===== src/rtl/twi_reg_pkg.sv =====
package twi_reg_pkg;

  localparam int ADDR_W = 10;
  localparam int DATA_W = 8;
  localparam int DEV_W  = 7;
  localparam int HI_W   = ADDR_W - DATA_W;

  typedef enum logic [2:0] {
    ST_IDLE,
    ST_DEV,
    ST_INSTR,
    ST_ADDR,
    ST_WDATA,
    ST_RDATA,
    ST_SKIP,
    ST_DONE
  } twi_state_e;

  localparam logic [3:0] OP_WR_STEP = 4'b0001;
  localparam logic [3:0] OP_WR_HOLD = 4'b0010;
  localparam logic [3:0] OP_RD_STEP = 4'b1001;
  localparam logic [3:0] OP_RD_HOLD = 4'b1010;

  function automatic logic op_accesses(input logic [3:0] op);
    return (op == OP_WR_STEP) || (op == OP_WR_HOLD) ||
           (op == OP_RD_STEP) || (op == OP_RD_HOLD);
  endfunction

  function automatic logic op_reads(input logic [3:0] op);
    return (op == OP_RD_STEP) || (op == OP_RD_HOLD);
  endfunction

  function automatic logic op_steps(input logic [3:0] op);
    return (op == OP_WR_STEP) || (op == OP_RD_STEP);
  endfunction

  function automatic logic [ADDR_W-1:0] ptr_step(input logic [ADDR_W-1:0] p,
                                                 input logic inc);
    return p + {{(ADDR_W-1){1'b0}}, inc};
  endfunction

endpackage


===== src/rtl/twi_line_sync.sv =====
module twi_line_sync #(
  parameter int STAGES = 2
) (
  input  logic clk,
  input  logic rst_n,
  input  logic scl_i,
  input  logic sda_i,
  output logic scl_s,
  output logic sda_s,
  output logic scl_rise,
  output logic scl_fall,
  output logic start_evt,
  output logic stop_evt
);

  logic [STAGES-1:0] scl_pipe;
  logic [STAGES-1:0] sda_pipe;
  logic              scl_q;
  logic              sda_q;

  always_ff @(posedge clk or negedge rst_n) begin
    if (!rst_n) begin
      scl_pipe <= '1;
      sda_pipe <= '1;
      scl_q    <= 1'b1;
      sda_q    <= 1'b1;
    end else begin
      scl_pipe <= {scl_pipe[STAGES-2:0], scl_i};
      sda_pipe <= {sda_pipe[STAGES-2:0], sda_i};
      scl_q    <= scl_pipe[STAGES-1];
      sda_q    <= sda_pipe[STAGES-1];
    end
  end

  assign scl_s     = scl_pipe[STAGES-1];
  assign sda_s     = sda_pipe[STAGES-1];
  assign scl_rise  = scl_s & ~scl_q;
  assign scl_fall  = ~scl_s & scl_q;
  // data edges only count while the clock has been high for two samples
  assign start_evt = scl_s & scl_q & sda_q & ~sda_s;
  assign stop_evt  = scl_s & scl_q & ~sda_q & sda_s;

endmodule


===== src/rtl/twi_strap_latch.sv =====
module twi_strap_latch
  import twi_reg_pkg::*;
(
  input  logic             clk,
  input  logic             rst_n,
  input  logic [DEV_W-1:0] strap_dev_addr,
  input  logic             strap_proto_sel,
  output logic [DEV_W-1:0] dev_addr_q,
  output logic             proto_q
);

  // follows the pins while reset is held, freezes at release
  always_ff @(posedge clk) begin
    if (!rst_n) begin
      dev_addr_q <= strap_dev_addr;
      proto_q    <= strap_proto_sel;
    end
  end

endmodule


===== src/rtl/twi_ctrl.sv =====
module twi_ctrl
  import twi_reg_pkg::*;
(
  input  logic              clk,
  input  logic              rst_n,
  input  logic              scl_rise,
  input  logic              scl_fall,
  input  logic              sda_s,
  input  logic              start_evt,
  input  logic              stop_evt,
  input  logic [DEV_W-1:0]  dev_addr,
  input  logic              proto_sel,
  input  logic [DATA_W-1:0] reg_rdata,
  output logic              sda_oe,
  output logic              reg_wr_en,
  output logic              reg_rd_en,
  output logic [ADDR_W-1:0] reg_addr,
  output logic [DATA_W-1:0] reg_wdata,
  output twi_state_e        state_o
);

  localparam logic [3:0] BITS     = 4'(DATA_W);
  localparam logic [3:0] ACK_SLOT = 4'(DATA_W + 1);

  twi_state_e        state_q;
  logic [3:0]        bit_cnt_q;
  logic [DATA_W-1:0] shreg_q;
  logic [DATA_W-1:0] wdata_q;
  logic [ADDR_W-1:0] ptr_q;
  logic [3:0]        op_q;
  logic [HI_W-1:0]   hi_q;
  logic              step_q;
  logic              adv_pend_q;
  logic              ack_q;
  logic              rw_q;
  logic              mack_q;
  logic              sda_oe_q;
  logic              wr_en_q;
  logic              rd_en_q;
  logic              load_pend_q;

  logic byte_done;
  logic slot_done;
  logic tx_shift;
  logic bus_event;

  assign bus_event = start_evt | stop_evt;
  assign byte_done = scl_fall && (bit_cnt_q == BITS);
  assign slot_done = scl_fall && (bit_cnt_q == ACK_SLOT);
  assign tx_shift  = scl_fall && (state_q == ST_RDATA) &&
                     (bit_cnt_q != 4'd0) && (bit_cnt_q < BITS);

  always_ff @(posedge clk or negedge rst_n) begin
    if (!rst_n) begin
      state_q     <= ST_IDLE;
      bit_cnt_q   <= '0;
      shreg_q     <= '0;
      wdata_q     <= '0;
      ptr_q       <= '0;
      op_q        <= '0;
      hi_q        <= '0;
      step_q      <= 1'b0;
      adv_pend_q  <= 1'b0;
      ack_q       <= 1'b0;
      rw_q        <= 1'b0;
      mack_q      <= 1'b0;
      sda_oe_q    <= 1'b0;
      wr_en_q     <= 1'b0;
      rd_en_q     <= 1'b0;
      load_pend_q <= 1'b0;
    end else begin
      wr_en_q <= 1'b0;
      rd_en_q <= 1'b0;

      // read data arrives the cycle after the strobe
      if (rd_en_q) load_pend_q <= 1'b1;
      if (load_pend_q) begin
        shreg_q     <= reg_rdata;
        sda_oe_q    <= ~reg_rdata[DATA_W-1];
        load_pend_q <= 1'b0;
      end

      if (bus_event) begin
        ptr_q       <= ptr_step(ptr_q, adv_pend_q);
        adv_pend_q  <= 1'b0;
        sda_oe_q    <= 1'b0;
        bit_cnt_q   <= '0;
        load_pend_q <= 1'b0;
        state_q     <= (start_evt && !proto_sel) ? ST_DEV : ST_IDLE;
      end else if (state_q != ST_IDLE) begin
        if (scl_rise) begin
          if (bit_cnt_q < BITS) begin
            if (state_q != ST_RDATA) shreg_q <= {shreg_q[DATA_W-2:0], sda_s};
            bit_cnt_q <= bit_cnt_q + 4'd1;
          end else if (bit_cnt_q == BITS) begin
            mack_q    <= ~sda_s;
            bit_cnt_q <= ACK_SLOT;
          end
        end

        if (tx_shift) begin
          shreg_q  <= {shreg_q[DATA_W-2:0], 1'b0};
          sda_oe_q <= ~shreg_q[DATA_W-2];
        end

        if (byte_done) begin
          unique case (state_q)
            ST_DEV: begin
              ack_q <= (shreg_q[DATA_W-1:1] == dev_addr);
              rw_q  <= shreg_q[0];
              if (shreg_q[DATA_W-1:1] == dev_addr) sda_oe_q <= 1'b1;
            end
            ST_INSTR: begin
              sda_oe_q <= 1'b1;
              op_q     <= shreg_q[DATA_W-1:DATA_W-4];
              hi_q     <= shreg_q[HI_W-1:0];
            end
            ST_ADDR:  sda_oe_q <= 1'b1;
            ST_WDATA: begin
              sda_oe_q <= 1'b1;
              wr_en_q  <= 1'b1;
              wdata_q  <= shreg_q;
            end
            ST_RDATA: sda_oe_q <= 1'b0;
            default: ;
          endcase
        end

        if (slot_done) begin
          bit_cnt_q <= '0;
          unique case (state_q)
            ST_DEV: begin
              sda_oe_q <= 1'b0;
              if (!ack_q) begin
                state_q <= ST_SKIP;
              end else if (rw_q) begin
                state_q    <= ST_RDATA;
                rd_en_q    <= 1'b1;
                adv_pend_q <= step_q;
              end else begin
                state_q <= ST_INSTR;
              end
            end
            ST_INSTR: begin
              sda_oe_q <= 1'b0;
              state_q  <= ST_ADDR;
            end
            ST_ADDR: begin
              sda_oe_q <= 1'b0;
              if (op_accesses(op_q)) begin
                ptr_q      <= {hi_q, shreg_q};
                step_q     <= op_steps(op_q);
                adv_pend_q <= op_steps(op_q);
                if (op_reads(op_q)) begin
                  state_q <= ST_RDATA;
                  rd_en_q <= 1'b1;
                end else begin
                  state_q <= ST_WDATA;
                end
              end else begin
                state_q <= ST_SKIP;
              end
            end
            ST_WDATA: begin
              sda_oe_q <= 1'b0;
              ptr_q    <= ptr_step(ptr_q, step_q);
            end
            ST_RDATA: begin
              ptr_q <= ptr_step(ptr_q, step_q);
              if (mack_q) rd_en_q <= 1'b1;
              else        state_q <= ST_DONE;
            end
            default: ;
          endcase
        end
      end
    end
  end

  assign sda_oe    = sda_oe_q;
  assign reg_wr_en = wr_en_q;
  assign reg_rd_en = rd_en_q;
  assign reg_addr  = ptr_q;
  assign reg_wdata = wdata_q;
  assign state_o   = state_q;

endmodule


===== src/rtl/twi_reg_slave.sv =====
module twi_reg_slave
  import twi_reg_pkg::*;
#(
  parameter int SYNC_STAGES = 2
) (
  input  logic              clk,
  input  logic              rst_n,
  input  logic              scl_i,
  input  logic              sda_i,
  output logic              sda_oe,
  input  logic [DEV_W-1:0]  strap_dev_addr,
  input  logic              strap_proto_sel,
  output logic              reg_wr_en,
  output logic              reg_rd_en,
  output logic [ADDR_W-1:0] reg_addr,
  output logic [DATA_W-1:0] reg_wdata,
  input  logic [DATA_W-1:0] reg_rdata
);

  logic             scl_s;
  logic             sda_s;
  logic             scl_rise;
  logic             scl_fall;
  logic             start_evt;
  logic             stop_evt;
  logic [DEV_W-1:0] dev_addr_q;
  logic             proto_q;
  twi_state_e       state;
  logic             in_skip;
  logic             in_done;

  twi_line_sync #(.STAGES(SYNC_STAGES)) u_sync (
    .clk       (clk),
    .rst_n     (rst_n),
    .scl_i     (scl_i),
    .sda_i     (sda_i),
    .scl_s     (scl_s),
    .sda_s     (sda_s),
    .scl_rise  (scl_rise),
    .scl_fall  (scl_fall),
    .start_evt (start_evt),
    .stop_evt  (stop_evt)
  );

  twi_strap_latch u_strap (
    .clk             (clk),
    .rst_n           (rst_n),
    .strap_dev_addr  (strap_dev_addr),
    .strap_proto_sel (strap_proto_sel),
    .dev_addr_q      (dev_addr_q),
    .proto_q         (proto_q)
  );

  twi_ctrl u_ctrl (
    .clk       (clk),
    .rst_n     (rst_n),
    .scl_rise  (scl_rise),
    .scl_fall  (scl_fall),
    .sda_s     (sda_s),
    .start_evt (start_evt),
    .stop_evt  (stop_evt),
    .dev_addr  (dev_addr_q),
    .proto_sel (proto_q),
    .reg_rdata (reg_rdata),
    .sda_oe    (sda_oe),
    .reg_wr_en (reg_wr_en),
    .reg_rd_en (reg_rd_en),
    .reg_addr  (reg_addr),
    .reg_wdata (reg_wdata),
    .state_o   (state)
  );

  assign in_skip = (state == ST_SKIP);
  assign in_done = (state == ST_DONE);

endmodule


===== config.mk =====
export PLATFORM = sky130hd
export DESIGN_NAME = twi_reg_slave
export DESIGN_NICKNAME = d
export VERILOG_FILES = /design/src/rtl/twi_reg_pkg.sv /design/src/rtl/twi_line_sync.sv /design/src/rtl/twi_strap_latch.sv /design/src/rtl/twi_ctrl.sv /design/src/rtl/twi_reg_slave.sv
export SDC_FILE = /design/constraint.sdc
export NUM_CORES = 1
export LEC_CHECK = 0
export BUFFER_PORTS_ARGS = -buffer_cell sky130_fd_sc_hd__buf_2
export CAP_MARGIN = 5
export CORE_UTILIZATION = 25
export DETAILED_ROUTE_END_ITERATION = 7
export GPL_TIMING_DRIVEN = 0
export SKIP_CTS_REPAIR_TIMING = 1
export SLEW_MARGIN = 20
export SYNTH_ARGS = -nofsm -noshare
export SYNTH_HDL_FRONTEND = slang
export SYNTH_SLANG_ARGS = --single-unit

===== constraint.sdc =====
create_clock -name clk -period 2.7 [get_ports clk]
set_input_delay 0.81 -clock clk [delete_from_list [all_inputs] [get_ports clk]]
set_output_delay 0.81 -clock clk [all_outputs]
set_load 0.01 [all_outputs]

# After elaboration in Yosys (flattened, before gate mapping)
# Cells that the tools add are included.
# classes
n_reduce_logical	33
bitwise_logic	16
addsub	3
eq_ne	17
muxes	60
magnitude_cmp	1
# op_table
op	count
8-bit 2-to-1 mux	7
10-bit 2-to-1 mux	4
1-bit 2-to-1 mux	31
4-bit 2-to-1 mux	6
10-bit by 1-bit adder with 10-bit output	2
10-bit case mux with 2 select lines	1
4-bit AND reduction	5
3-bit 2-to-1 mux	6
4-bit == test, second input constant	4
3-bit case mux with 4 select lines	1
3-bit nonzero test	4
5-bit AND reduction	2
3-bit by 1-bit != test with 1-bit output, second input constant	3
1-bit NOT	8
4-bit nonzero test	2
1-bit bitwise AND	7
7-bit == test	1
3-bit by 2-bit == test with 1-bit output, second input constant	2
3-bit == test, second input constant	2
1-bit logical AND	6
3-bit != test, second input constant	2
1-bit case mux with 3 select lines	2
6-bit AND reduction	1
1-bit logical OR	5
15 further kinds	16
# word_totals
reg_bits	62
wordCells	152

# Longest topological paths before layout
# Gate-level depths: netlist of the first run.
# depth
ltp_word	13
mapped_depth	8
mapped_depth_nobuf	7

# Hierarchy
# From an unflattened synthesis of the first run, not the netlist that was laid out.
# hier_totals
hier_cells	324
area_unflattened_um2	3400.8
# by_module_without_submodules
mod	cells_per_inst	n_inst	area_each_um2	seq_area_each_um2
twi_ctrl	305	1	2966.6	1201.2
twi_strap_latch	9	1	244.0	240.2
twi_line_sync	10	1	190.2	157.7

# Worst setup path after synthesis of the first run
# No wires, ideal clock.
# synth_timing
kind	register to register
startpoint	register u_sync.scl_q
endpoint	register u_ctrl.hi_q[0]
slack_ns	0.920
synth_period_minus_slack_ns	1.780
arrival_time_ns	1.655
setup_ns	0.125
path_stages_with_launch	6
path_buffers	1
path_cell_list	dfstp_2 and4bb_4 nand2_1 or3_1 buf_6 mux2_4
# synth_between
elab_chain_cells	6
# synth_rtl
item	line	rtl
start, declared	twi_line_sync.sv:18	logic scl_q;
start signal, assigned	twi_line_sync.sv:30	scl_q <= scl_pipe[STAGES-1];
1-bit bitwise AND	twi_line_sync.sv:40, twi_line_sync.sv:41	
1-bit bitwise AND, on equally long branches (2 in a row)	twi_line_sync.sv:40, twi_line_sync.sv:41	
1-bit bitwise OR	twi_ctrl.sv:47	assign bus_event = start_evt | stop_evt;
1-bit NOT (no line)	--	
4-bit AND reduction (no line) (*)	--	
end signal, assigned	twi_ctrl.sv:116	hi_q <= shreg_q[HI_W-1:0];
end, declared	twi_ctrl.sv:31	logic [HI_W-1:0] hi_q;
# Mark *: on every way between the ends. The rest lies on a longest branch, timed or not.
# A chain may end at the register's enable or synchronous reset.

# Final worst setup path of the first run
# layout_timing
startpoint	register u_sync.sda_pipe[1]
endpoint	register u_ctrl.ptr_q[4] (netlist: u_ctrl.reg_addr[4])
# layout_between
elab_chain_cells	5
# layout_rtl
item	line	rtl
start, declared	twi_line_sync.sv:17	logic [STAGES-1:0] sda_pipe;
start signal, assigned	twi_line_sync.sv:29	sda_pipe <= {sda_pipe[STAGES-2:0], sda_i};
1-bit NOT	twi_line_sync.sv:40	assign start_evt = scl_s & scl_q & sda_q & ~sda_s;
1-bit bitwise AND	twi_line_sync.sv:40	
1-bit bitwise OR (*)	twi_ctrl.sv:47	
3-bit by 1-bit != test with 1-bit output (no line), or another cell as far along	--	
4-bit AND reduction (no line)	--	
end signal, assigned	twi_ctrl.sv:84	ptr_q <= ptr_step(ptr_q, adv_pend_q);
end signal, assigned	twi_ctrl.sv:151	ptr_q <= {hi_q, shreg_q};
end signal, assigned	twi_ctrl.sv:166	ptr_q <= ptr_step(ptr_q, step_q);
end, declared	twi_ctrl.sv:29	logic [ADDR_W-1:0] ptr_q;
# Marked as above.

==> results of run 1 <==
[worst max path at each step]
stage	startpoint	to	cells after the start
after floorplan	u_sync.scl_q$_DFF_PN1_	u_ctrl.hi_q[0]$_DFFE_PN0P_	5
after global placement	rst_n	u_strap.dev_addr_q[5]$_DFFE_PN_	2
after detailed placement	rst_n	u_strap.dev_addr_q[1]$_DFFE_PN_	2
final	u_sync.sda_pipe[1]$_DFF_PN1_	u_ctrl.reg_addr[4]$_DFFE_PN0P_	6
after CTS	u_sync.sda_pipe[1]$_DFF_PN1_	u_ctrl.reg_addr[4]$_DFFE_PN0P_	6
after global routing	u_sync.sda_pipe[1]$_DFF_PN1_	u_ctrl.reg_addr[8]$_DFFE_PN0P_	6
[metrics by stage]
stage	hold WS [ns]	worst slack, ns	std cells	total power [µW]	utilization
floorplan	0.3452	0.9197	337	1654	-
global placement	0.3484	0.1109	553	1904	0.2906
detailed placement	0.3468	0.5880	553	1921	0.2908
CTS	0.3551	0.5999	569	3159	0.3142
global route	0.3560	0.4349	569	3285	0.3142
finish	0.3541	0.5926	569	3131	0.3142
[synth_stat cells (5+ instances only)]
cell type,count
nand2_1,38
inv_1,8
a21oi_1,16
mux2i_1,11
dfrtp_1,48
o21ai_0,10
nand4_1,8
nor3_1,8
ha_1,7
mux2_4,14
buf_2,10
nor2_1,11
dfstp_2,6
edfxtp_1,8
nand2b_1,6
o21ai_1,12
nand3_1,15
xor2_1,5
xnor2_1,9
[kinds of logic (layout without fill, tap and decap cells)]
| kind of cell | count (synthesis) | count (layout) |
|---|---|---|
| AND/OR/NAND/NOR | 116 | 116 |
| AO/OA/AOI/OAI | 80 | 80 |
| flip-flops | 62 | 62 |
| multiplexers | 30 | 30 |
| buffers and inverters | 28 | 84 |
| XOR/XNOR | 14 | 14 |
| adder cells (fa/ha/maj) | 7 | 7 |
[critical path, stage by stage, from the launching register on]
cell and delay [ns]:
dfstp_2 0.57, xor2_1 0.09, nand3_1 0.15, buf_2 0.27, clkbuf_1 0.49, a21oi_1 0.17, o22a_1 0.24
[routing by layer]
metal	track usage	routed length [µm]	up-vias
li1	-	-	1341
met1	0.1821	4411	1394
met2	0.2085	4119	90
met3	0.03850	564	17
met4	0.06797	208	0
met5	0	0	-
[sequential cells by signal, indices dropped and copies added, names as in the netlist]
signal and cells:
u_ctrl.reg_wdata 8, u_ctrl.mack_q 1, u_ctrl.hi_q 2, u_strap.proto_q 1, u_sync.scl_q 1, u_ctrl.reg_rd_en 1
u_ctrl.load_pend_q 1, u_ctrl.adv_pend_q 1, u_ctrl.step_q 1, u_ctrl.ack_q 1, u_ctrl.reg_addr 10, u_sync.sda_q 1
u_ctrl.rw_q 1, u_ctrl.bit_cnt_q 4, u_ctrl.state_o 3, u_ctrl.shreg_q 8, u_strap.dev_addr_q 7, u_ctrl.op_q 4
u_sync.sda_pipe 2, u_sync.scl_pipe 2, u_ctrl.reg_wr_en 1, u_ctrl.sda_oe 1
[final cells by class]
class | count | area [µm²] | share of cell area
plain buffers | 18 | 98.84 | 0.02348
clock buffers | 9 | 225.2 | 0.05349
clock inverters | 7 | 88.84 | 0.02110
inverters | 10 | 37.54 | 0.008915
multi-input cells | 247 | 1738 | 0.4128
flip-flops and latches | 62 | 1599 | 0.3798
well taps | 176 | 220.2 | 0.05230
repair buffers | 40 | 202.7 | 0.04814
[power groups by stage]
stage / clock network [µW] / logic [µW] / registers [µW]
2_1_floorplan: 0 / 416 / 1240
3_3_place_gp: 0 / 581 / 1320
3_5_place_dp: 0 / 595 / 1330
4_1_cts: 1250 / 599 / 1310
5_1_grt: 1280 / 669 / 1330
6_report: 1230 / 597 / 1310
==> run_results.csv, run 1 <==
group,metric,value,unit
run_status,run_status,"complete, no violations",
finish,fillers,1406,
yosys,synth.top_cells.by_area,"dfrtp_1, edfxtp_1, mux2_4, dfstp_2, nand2_1",
yosys,yosysSeqAreaShare,0.4604,
pwr,power_frac_clock,0.392,
place,hpwl,6.536,mm
clocking,h-tree-depth,3,
grt,antenna_found_initial,0,
flow_run,cap_violations,0,
finish,layout_commonest_cell,"buf_2",
grt,grt.total_usage,0.1385,
timing,fmax,474.5,MHz
yosys,yosysTopAreaCell,"dfrtp_1",
finish,fin_nets,415,
timing,final.setup.tns,0,ns
grt,grt_pass1_vias,2811,
clocking,cts_tree,"yes",
timing,period_needed,2.107,ns
yosys,synth_ff_type,"dfrtp_1",
timing,grt_setup_unrepaired,"false",
yosys,synth_top_family_by_area,"simple AND/OR/NAND/NOR gates",
hold_path,hold_path.class,"reg -> reg",
route,wirelength,9.304,mm
setup_path,rrSetupSlack,0.59,ns
yosys,synthAdderAreaFrac,0.02522,
yosys,syn_inst,337,
route,drtIter0Drc,226,
yosys,synth_edf_count,8,
yosys,synthArstFlopShare,0.8710,
timing,slew_headroom,0.5232,
place,gp_congestion,0.8861,
yosys,synth_seq_cells,62,
pwr,peakVddDrop,0.0003443,V
hold_path,holdPathEnd,"u_sync.scl_pipe[1]$_DFF_PN1_",
grt,grt-ovfl-total,0,
clocking,cts.sinks,62,
setup_path,cp.arrival,2.33,ns
timing,setup_viol,0,
clocking,cts.clk_slew.worst_paths,0.05,ns
yosys,yosysTopAreaCellShare,0.3458,
floorplanning,boundaryPins,41,
floorplanning,die-height,119.9,µm
pwr,p_seq_frac,0.417,
pwr,comb_power_share,0.191,
place,numPortBuffers,40,
route,drtPass1Iterations,5,
setup_path,reg2reg_to,"u_ctrl.reg_addr[4]$_DFFE_PN0P_",
yosys,syn-num-nets,364,
floorplanning,core-area,0.01340,mm²
finish,antenna_cells,0,
yosys,synth_area,0.003473,mm²
grt,grt_pass1_wl,15.07,mm
setup_path,cp.required,2.92,ns
pwr,swShare,0.3153,
setup_path,crit_fanout,10,
route,drc,0,
route,ant_nets,0,
pwr,p_leak,0.001846,µW
place,placed_cell_area,0.003896,mm²
yosys,synth_compound_area_frac,0.1560,
yosys,synthSimpleGateAreaFrac,0.1754,
floorplanning,fp.dieW,119.9,µm
setup_path,r2r-start,"u_sync.sda_pipe[1]$_DFF_PN1_",
yosys,synth_cell_types,61,
timing,finClkSkew,0.005060,ns
timing,finalMaxSlewViolations,0,
finish,final_area,0.004210,mm²
finish,final_cell_mix,"buf_2, dfrtp_1, nand2_1",
timing,finalHoldViolations,0,
yosys,synth.mux.area_fraction,0.1084,
setup_path,endpoint_kind,"flip-flop",
setup_path,path_class,"reg -> reg",
clocking,clock_latency,0.34,ns
setup_path,startpoint_type,"flip-flop",
floorplanning,row_count,42,
hold_path,hold_depth,0,
clocking,cts-root-buf,"clkbuf_16",
clocking,cts_made_buffers,9,
floorplanning,start_util,0.2592,
pwr,internal_power,2144,µW
pwr,switchingPower,986.9,µW
timing,min_period_over_period,0.7805,
setup_path,worst_r2r_path_depth,6,
route,post_drt_wl_per_cell,16.35,µm
finish,layout-drive-gt1-share,0.2570,
clocking,cts_buffer_depth,2,
hold_path,hp-start,"u_sync.scl_pipe[0]$_DFF_PN1_",
yosys,synth_xor_area_frac,0.03530,
yosys,synth_warnings,0,
pwr,power.density,743.5,mW/mm²
floorplanning,die_area,0.01437,mm²
yosys,avgSynthCellArea,10.31,µm²
finish,area_delta_synth_final,21.22,%
grt,grt_max_degree,56,
route,viasPerCell,4.995,
timing,tightest_slew,0.7152,ns
route,vias,2842,
No activity file was read; power rests on OpenSTA's default activity.
==> run 2, diff against run 1 <==
- clock period: 2.7 -> 2.11 ns (I/O delays scaled with it)
==> run 2 against run 1 <==
Compared with the run above:
- critical path type unchanged
- worst hold slack worse by 0.032 ns
- sequential share of layout area down 0.13 points
- largest power group unchanged
- critical endpoint is now u_ctrl.reg_addr[7]$_DFFE_PN0P_
- worst setup slack worse by 0.47 ns
- power up 28%
- first-iteration DRC count up 20%
- final area up 0.36%
==> run_results.csv, run 2 (same netlist as run 1, synthesis figures left out) <==
group,metric,value,unit
floorplanning,die_area,0.01437,mm²
route,drtPass1Iterations,5,
finish,fin_nets,415,
setup_path,endpoint_kind,"flip-flop",
place,gp_congestion,0.8861,
timing,min_period_over_period,0.9404,
grt,grt.total_usage,0.1385,
setup_path,rrSetupSlack,0.13,ns
place,numPortBuffers,40,
grt,grt_pass1_wl,15.07,mm
finish,area_delta_synth_final,21.65,%
grt,grt_use_met1,0.1821,
setup_path,cpPeakStageDelay,0.57,ns
pwr,peakVddDrop,0.0004407,V
route,ant_nets,0,
timing,fin_hold_ws,0.3223,ns
clocking,cts.clk_slew.worst_paths,0.05,ns
timing,period_needed,1.984,ns
finish,fillers,1399,
hold_path,hold_path.class,"in -> async",
finish,instances_no_fill,569,
timing,finalMaxSlewViolations,0,
timing,timing.final.ws_setup,0.1258,ns
floorplanning,boundaryPins,41,
timing,finClkSkew,0.005912,ns
grt,grt-ovfl-total,0,
setup_path,worst_r2r_path_depth,6,
setup_path,crit_fanout,10,
place,hpwl,6.536,mm
route,wirelength,9.265,mm
finish,regArea,0.001599,mm²
floorplanning,row_count,42,
finish,layout-drive-gt1-share,0.2621,
timing,finalHoldViolations,0,
clocking,cts_buffer_depth,2,
clocking,cts.sinks,62,
setup_path,reg2reg_to,"u_ctrl.reg_addr[7]$_DFFE_PN0P_",
grt,grt_pass1_vias,2811,
timing,slew_headroom,0.5260,
grt,use_met3,0.03850,
finish,antenna_cells,0,
grt,grt_util_met2,0.2085,
route,post_drt_wl_per_cell,16.28,µm
run_status,run_status,"complete, no violations",
place,place_inst,553,
floorplanning,fp.dieW,119.9,µm
floorplanning,core-area,0.01340,mm²
finish,final_area,0.004225,mm²
clocking,clock_latency,0.34,ns
setup_path,cpMaxStageDelayCell,"dfstp_2",
floorplanning,start_util,0.2592,
route,vias,2840,
clocking,cts-root-buf,"clkbuf_16",
grt,grt_max_degree,56,
timing,tightest_slew,0.7110,ns
clocking,cts_made_buffers,9,
setup_path,r2r-start,"u_sync.sda_pipe[1]$_DFF_PN1_",
timing,fmax,504.0,MHz
setup_path,startpoint,"u_sync.sda_pipe[1]$_DFF_PN1_",
setup_path,cp.depth,6,
route,drtIter0Drc,272,
grt,grt.busiest_layer,"met2",
timing,setup_viol,0,
setup_path,cp.arrival,2.19,ns
grt,antenna_found_initial,0,
pwr,power.density,949.0,mW/mm²
place,placed_cell_area,0.003896,mm²
floorplanning,die-height,119.9,µm
route,drc,0,
place,place_ws,0.03500,ns
setup_path,crit_path_cell_trace,"xor2_1, nand3_1, buf_2, clkbuf_2, a311oi_1, a2bb2oi_1",
route,viasPerCell,4.991,
setup_path,cpLargestDelayFamily,"flip-flops",
clocking,h-tree-depth,3,
setup_path,crit_buf_inv,2,
setup_path,path_class,"reg -> reg",
setup_path,critical_path.endpoint,"u_ctrl.reg_addr[7]$_DFFE_PN0P_",
finish,largest_reg_flops,10,
finish,final_cell_mix,"buf_2, dfrtp_1, nand2_1",
flow_run,cap_violations,0,
timing,grt_setup_unrepaired,"true",
setup_path,cp.required,2.32,ns
finish,multi_input_area,0.001749,mm²
setup_path,startpoint_type,"flip-flop",
clocking,cts_tree,"yes",
pwr,p_leak,0.001847,µW
## run 2: area by class of cell
type / instances / area share
Multi-Input combinational cell: 247 / 0.4140
Timing Repair Buffer: 40 / 0.04797
Sequential cell: 62 / 0.3784
Tap cell: 176 / 0.05212
Buffer: 18 / 0.02428
Clock inverter: 7 / 0.02102
Inverter: 10 / 0.008884
Clock buffer: 9 / 0.05330
## run 2: worst min path at each step
| stage | from | slack (ns) | cells past startpoint | end |
|---|---|---|---|---|
| 2_1_floorplan | rst_n | 0.34 | 0 | u_ctrl.ack_q$_DFFE_PN0P_ |
| 3_3_place_gp | u_sync.sda_pipe[0]$_DFF_PN1_ | 0.35 | 0 | u_sync.sda_pipe[1]$_DFF_PN1_ |
| 3_5_place_dp | u_sync.scl_pipe[0]$_DFF_PN1_ | 0.35 | 0 | u_sync.scl_pipe[1]$_DFF_PN1_ |
| 4_1_cts | u_sync.scl_pipe[0]$_DFF_PN1_ | 0.36 | 0 | u_sync.scl_pipe[1]$_DFF_PN1_ |
| 5_1_grt | u_sync.scl_pipe[0]$_DFF_PN1_ | 0.36 | 0 | u_sync.scl_pipe[1]$_DFF_PN1_ |
| 6_report | rst_n | 0.32 | 1 | u_ctrl.reg_addr[8]$_DFFE_PN0P_ |
## run 2: power by group
part / total (µW) / internal [µW] / switching [µW] / leakage, µW
logic: 768 / 342 / 426 / 0.000927
clock network: 1570 / 1020 / 544 / 0.000150
registers: 1670 / 1380 / 295 / 0.000770
total: 4010 / 2740 / 1270 / 0.00185
## run 2: through the flow
stage               utilization    TNS, ns  total power [µW]
global route             0.3153  -0.006295              4207
floorplan                     -          0              2116
CTS                      0.3142          0              4042
finish                   0.3153          0              4010
detailed placement       0.2908          0              2458
global placement         0.2906     -2.415              2436
## run 2: per-layer routing
metal	vias to the layer above	wire length [µm]
met5	-	0
met4	0	159
met3	13	488
met2	82	4217
met1	1398	4401
li1	1347	-
## run 2: worst register-to-register path, stage by stage, from the launching register on
cell	delay (ns)
dfstp_2	0.57
xor2_1	0.20
nand3_1	0.18
buf_2	0.24
clkbuf_2	0.27
a311oi_1	0.29
a2bb2oi_1	0.10
==> run 3, diff against run 2 <==
- CORE_ASPECT_RATIO: not set -> 2
==> run 3 against run 2 <==
Compared with the run above:
- worst hold slack improved by 0.024 ns
- non-clock buffer count increased by 1
- sequential share of layout area increased by 0.26 points
- clock skew increased by 0.0032 ns
- wire length increased by 4.5%
- power decreased by 0.70%
- first-iteration DRC count decreased by 12%
- combinational power increased by 2%
- highest routed layer unchanged
==> run_results.csv, run 3 (same netlist as run 1, synthesis figures left out) <==
group,metric,value,unit
grt,grt-ovfl-total,0,
setup_path,crit_fanout,10,
route,ant_nets,0,
finish,final_area,0.004197,mm²
timing,fmax,504.4,MHz
route,drtIter0Drc,239,
timing,grt_setup_unrepaired,"false",
route,viasPerCell,5.197,
place,gp_congestion,0.8847,
clocking,cts_tree,"yes",
grt,grt_pass1_wl,15.86,mm
setup_path,endpoint_kind,"flip-flop",
timing,period_needed,1.983,ns
setup_path,worst_r2r_path_depth,7,
flow_run,cap_violations,0,
timing,fin_hold_ws,0.3462,ns
grt,grt.total_usage,0.1457,
setup_path,cp.required,2.31,ns
finish,fin_nets,416,
finish,antenna_cells,0,
floorplanning,boundaryPins,41,
timing,slew_headroom,0.4699,
setup_path,path_class,"reg -> reg",
pwr,p_leak,0.001851,µW
finish,layout-drive-gt1-share,0.2640,
pwr,peakVddDrop,0.0004289,V
route,drc,0,
setup_path,cp.arrival,2.19,ns
grt,grt_max_degree,56,
clocking,cts_buffer_depth,2,
clocking,cts.clk_slew.worst_paths,0.06,ns
place,place_inst,532,
timing,min_period_over_period,0.9396,
grt,grt_pass1_vias,3021,
setup_path,startpoint_type,"flip-flop",
finish,instances_no_fill,549,
floorplanning,die-height,168.7,µm
finish,fillers,1415,
timing,finClkSkew,0.009100,ns
place,place_ws,0.06328,ns
floorplanning,row_count,60,
run_status,run_status,"complete, no violations",
route,post_drt_wl_per_cell,17.63,µm
timing,timing.final.ws_setup,0.1274,ns
finish,final_cell_mix,"buf_2, dfrtp_1, nand2_1",
timing,finalHoldViolations,0,
finish,largest_reg_flops,10,
place,hpwl,7.470,mm
grt,antenna_found_initial,0,
clocking,clock_latency,0.33,ns
setup_path,reg2reg_to,"u_ctrl.reg_addr[8]$_DFFE_PN0P_",
hold_path,hold_path.class,"reg -> reg",
floorplanning,die_area,0.01440,mm²
setup_path,r2r-start,"u_sync.sda_pipe[1]$_DFF_PN1_",
route,wirelength,9.680,mm
clocking,cts-root-buf,"clkbuf_16",
setup_path,startpoint,"u_sync.sda_pipe[1]$_DFF_PN1_",
floorplanning,fp.dieW,85.35,µm
finish,area_delta_synth_final,20.82,%
floorplanning,core-area,0.01351,mm²
clocking,cts.sinks,62,
timing,finalMaxSlewViolations,0,
timing,final.setup.tns,0,ns
setup_path,critical_path.endpoint,"u_ctrl.reg_addr[8]$_DFFE_PN0P_",
pwr,power.density,948.9,mW/mm²
hold_path,hold_depth,0,
timing,tightest_slew,0.7952,ns
clocking,cts_made_buffers,9,
setup_path,rrSetupSlack,0.13,ns
timing,setup_viol,0,
place,numPortBuffers,40,
clocking,h-tree-depth,3,
floorplanning,start_util,0.2570,
route,vias,2853,
place,placed_cell_area,0.003870,mm²
route,drtPass1Iterations,5,
## run 3: cell count changes in the layout (fill, tap and decap cells not counted), sizes merged
cell,before,now
buf,53,55
clkbuf,14,16
clkinv,4,2
bufinv,2,1
## run 3: critical path: stages, from the launching register on
cell	delay, ns
dfstp_2	0.57
xor2_1	0.17
and3_2	0.32
buf_4	0.22
clkbuf_4	0.25
o21ai_0	0.11
a21oi_1	0.16
nor3_1	0.06
## run 3: area by class of cell
type,count,area (µm²),area share
flip-flops and latches,62,1599,0.3810
clock inverters,4,55.05,0.01312
plain buffers,17,97.59,0.02326
well taps,155,193.9,0.04621
clock buffers,12,256.5,0.06112
repair buffers,42,217.7,0.05188
inverters,10,37.54,0.008945
multi-input cells,247,1739,0.4144
## run 3: metal layers
metal  up-vias  GRT usage  part of all wire
met3        29    0.03315             0.038
met4         0    0.08841             0.040
li1       1340          -                 -
met2        83     0.2731              0.57
met1      1401     0.1416              0.35
met5         -          0                 0
## run 3: worst min path at each step
stage | from | slack, ns | end
after CTS | u_sync.scl_pipe[0]$_DFF_PN1_ | 0.35 | u_sync.scl_pipe[1]$_DFF_PN1_
after floorplan | rst_n | 0.34 | u_ctrl.ack_q$_DFFE_PN0P_
after detailed placement | u_sync.scl_pipe[0]$_DFF_PN1_ | 0.35 | u_sync.scl_pipe[1]$_DFF_PN1_
final | u_sync.scl_pipe[0]$_DFF_PN1_ | 0.35 | u_sync.scl_pipe[1]$_DFF_PN1_
after global routing | u_sync.scl_pipe[0]$_DFF_PN1_ | 0.35 | u_sync.scl_pipe[1]$_DFF_PN1_
after global placement | u_sync.scl_pipe[0]$_DFF_PN1_ | 0.35 | u_sync.scl_pipe[1]$_DFF_PN1_
## run 3: per-stage QoR
step,power (µW),utilization
final,3982,0.3106
after global routing,4178,0.3106
after CTS,4004,0.3094
after detailed placement,2464,0.2864
after global placement,2432,0.2862
after floorplan,2116,-
## run 3: power by group
| part | internal, µW | switching [µW] |
|---|---|---|
| logic | 351 | 435 |
| clock network | 983 | 545 |
| registers | 1380 | 290 |
| total | 2710 | 1270 |
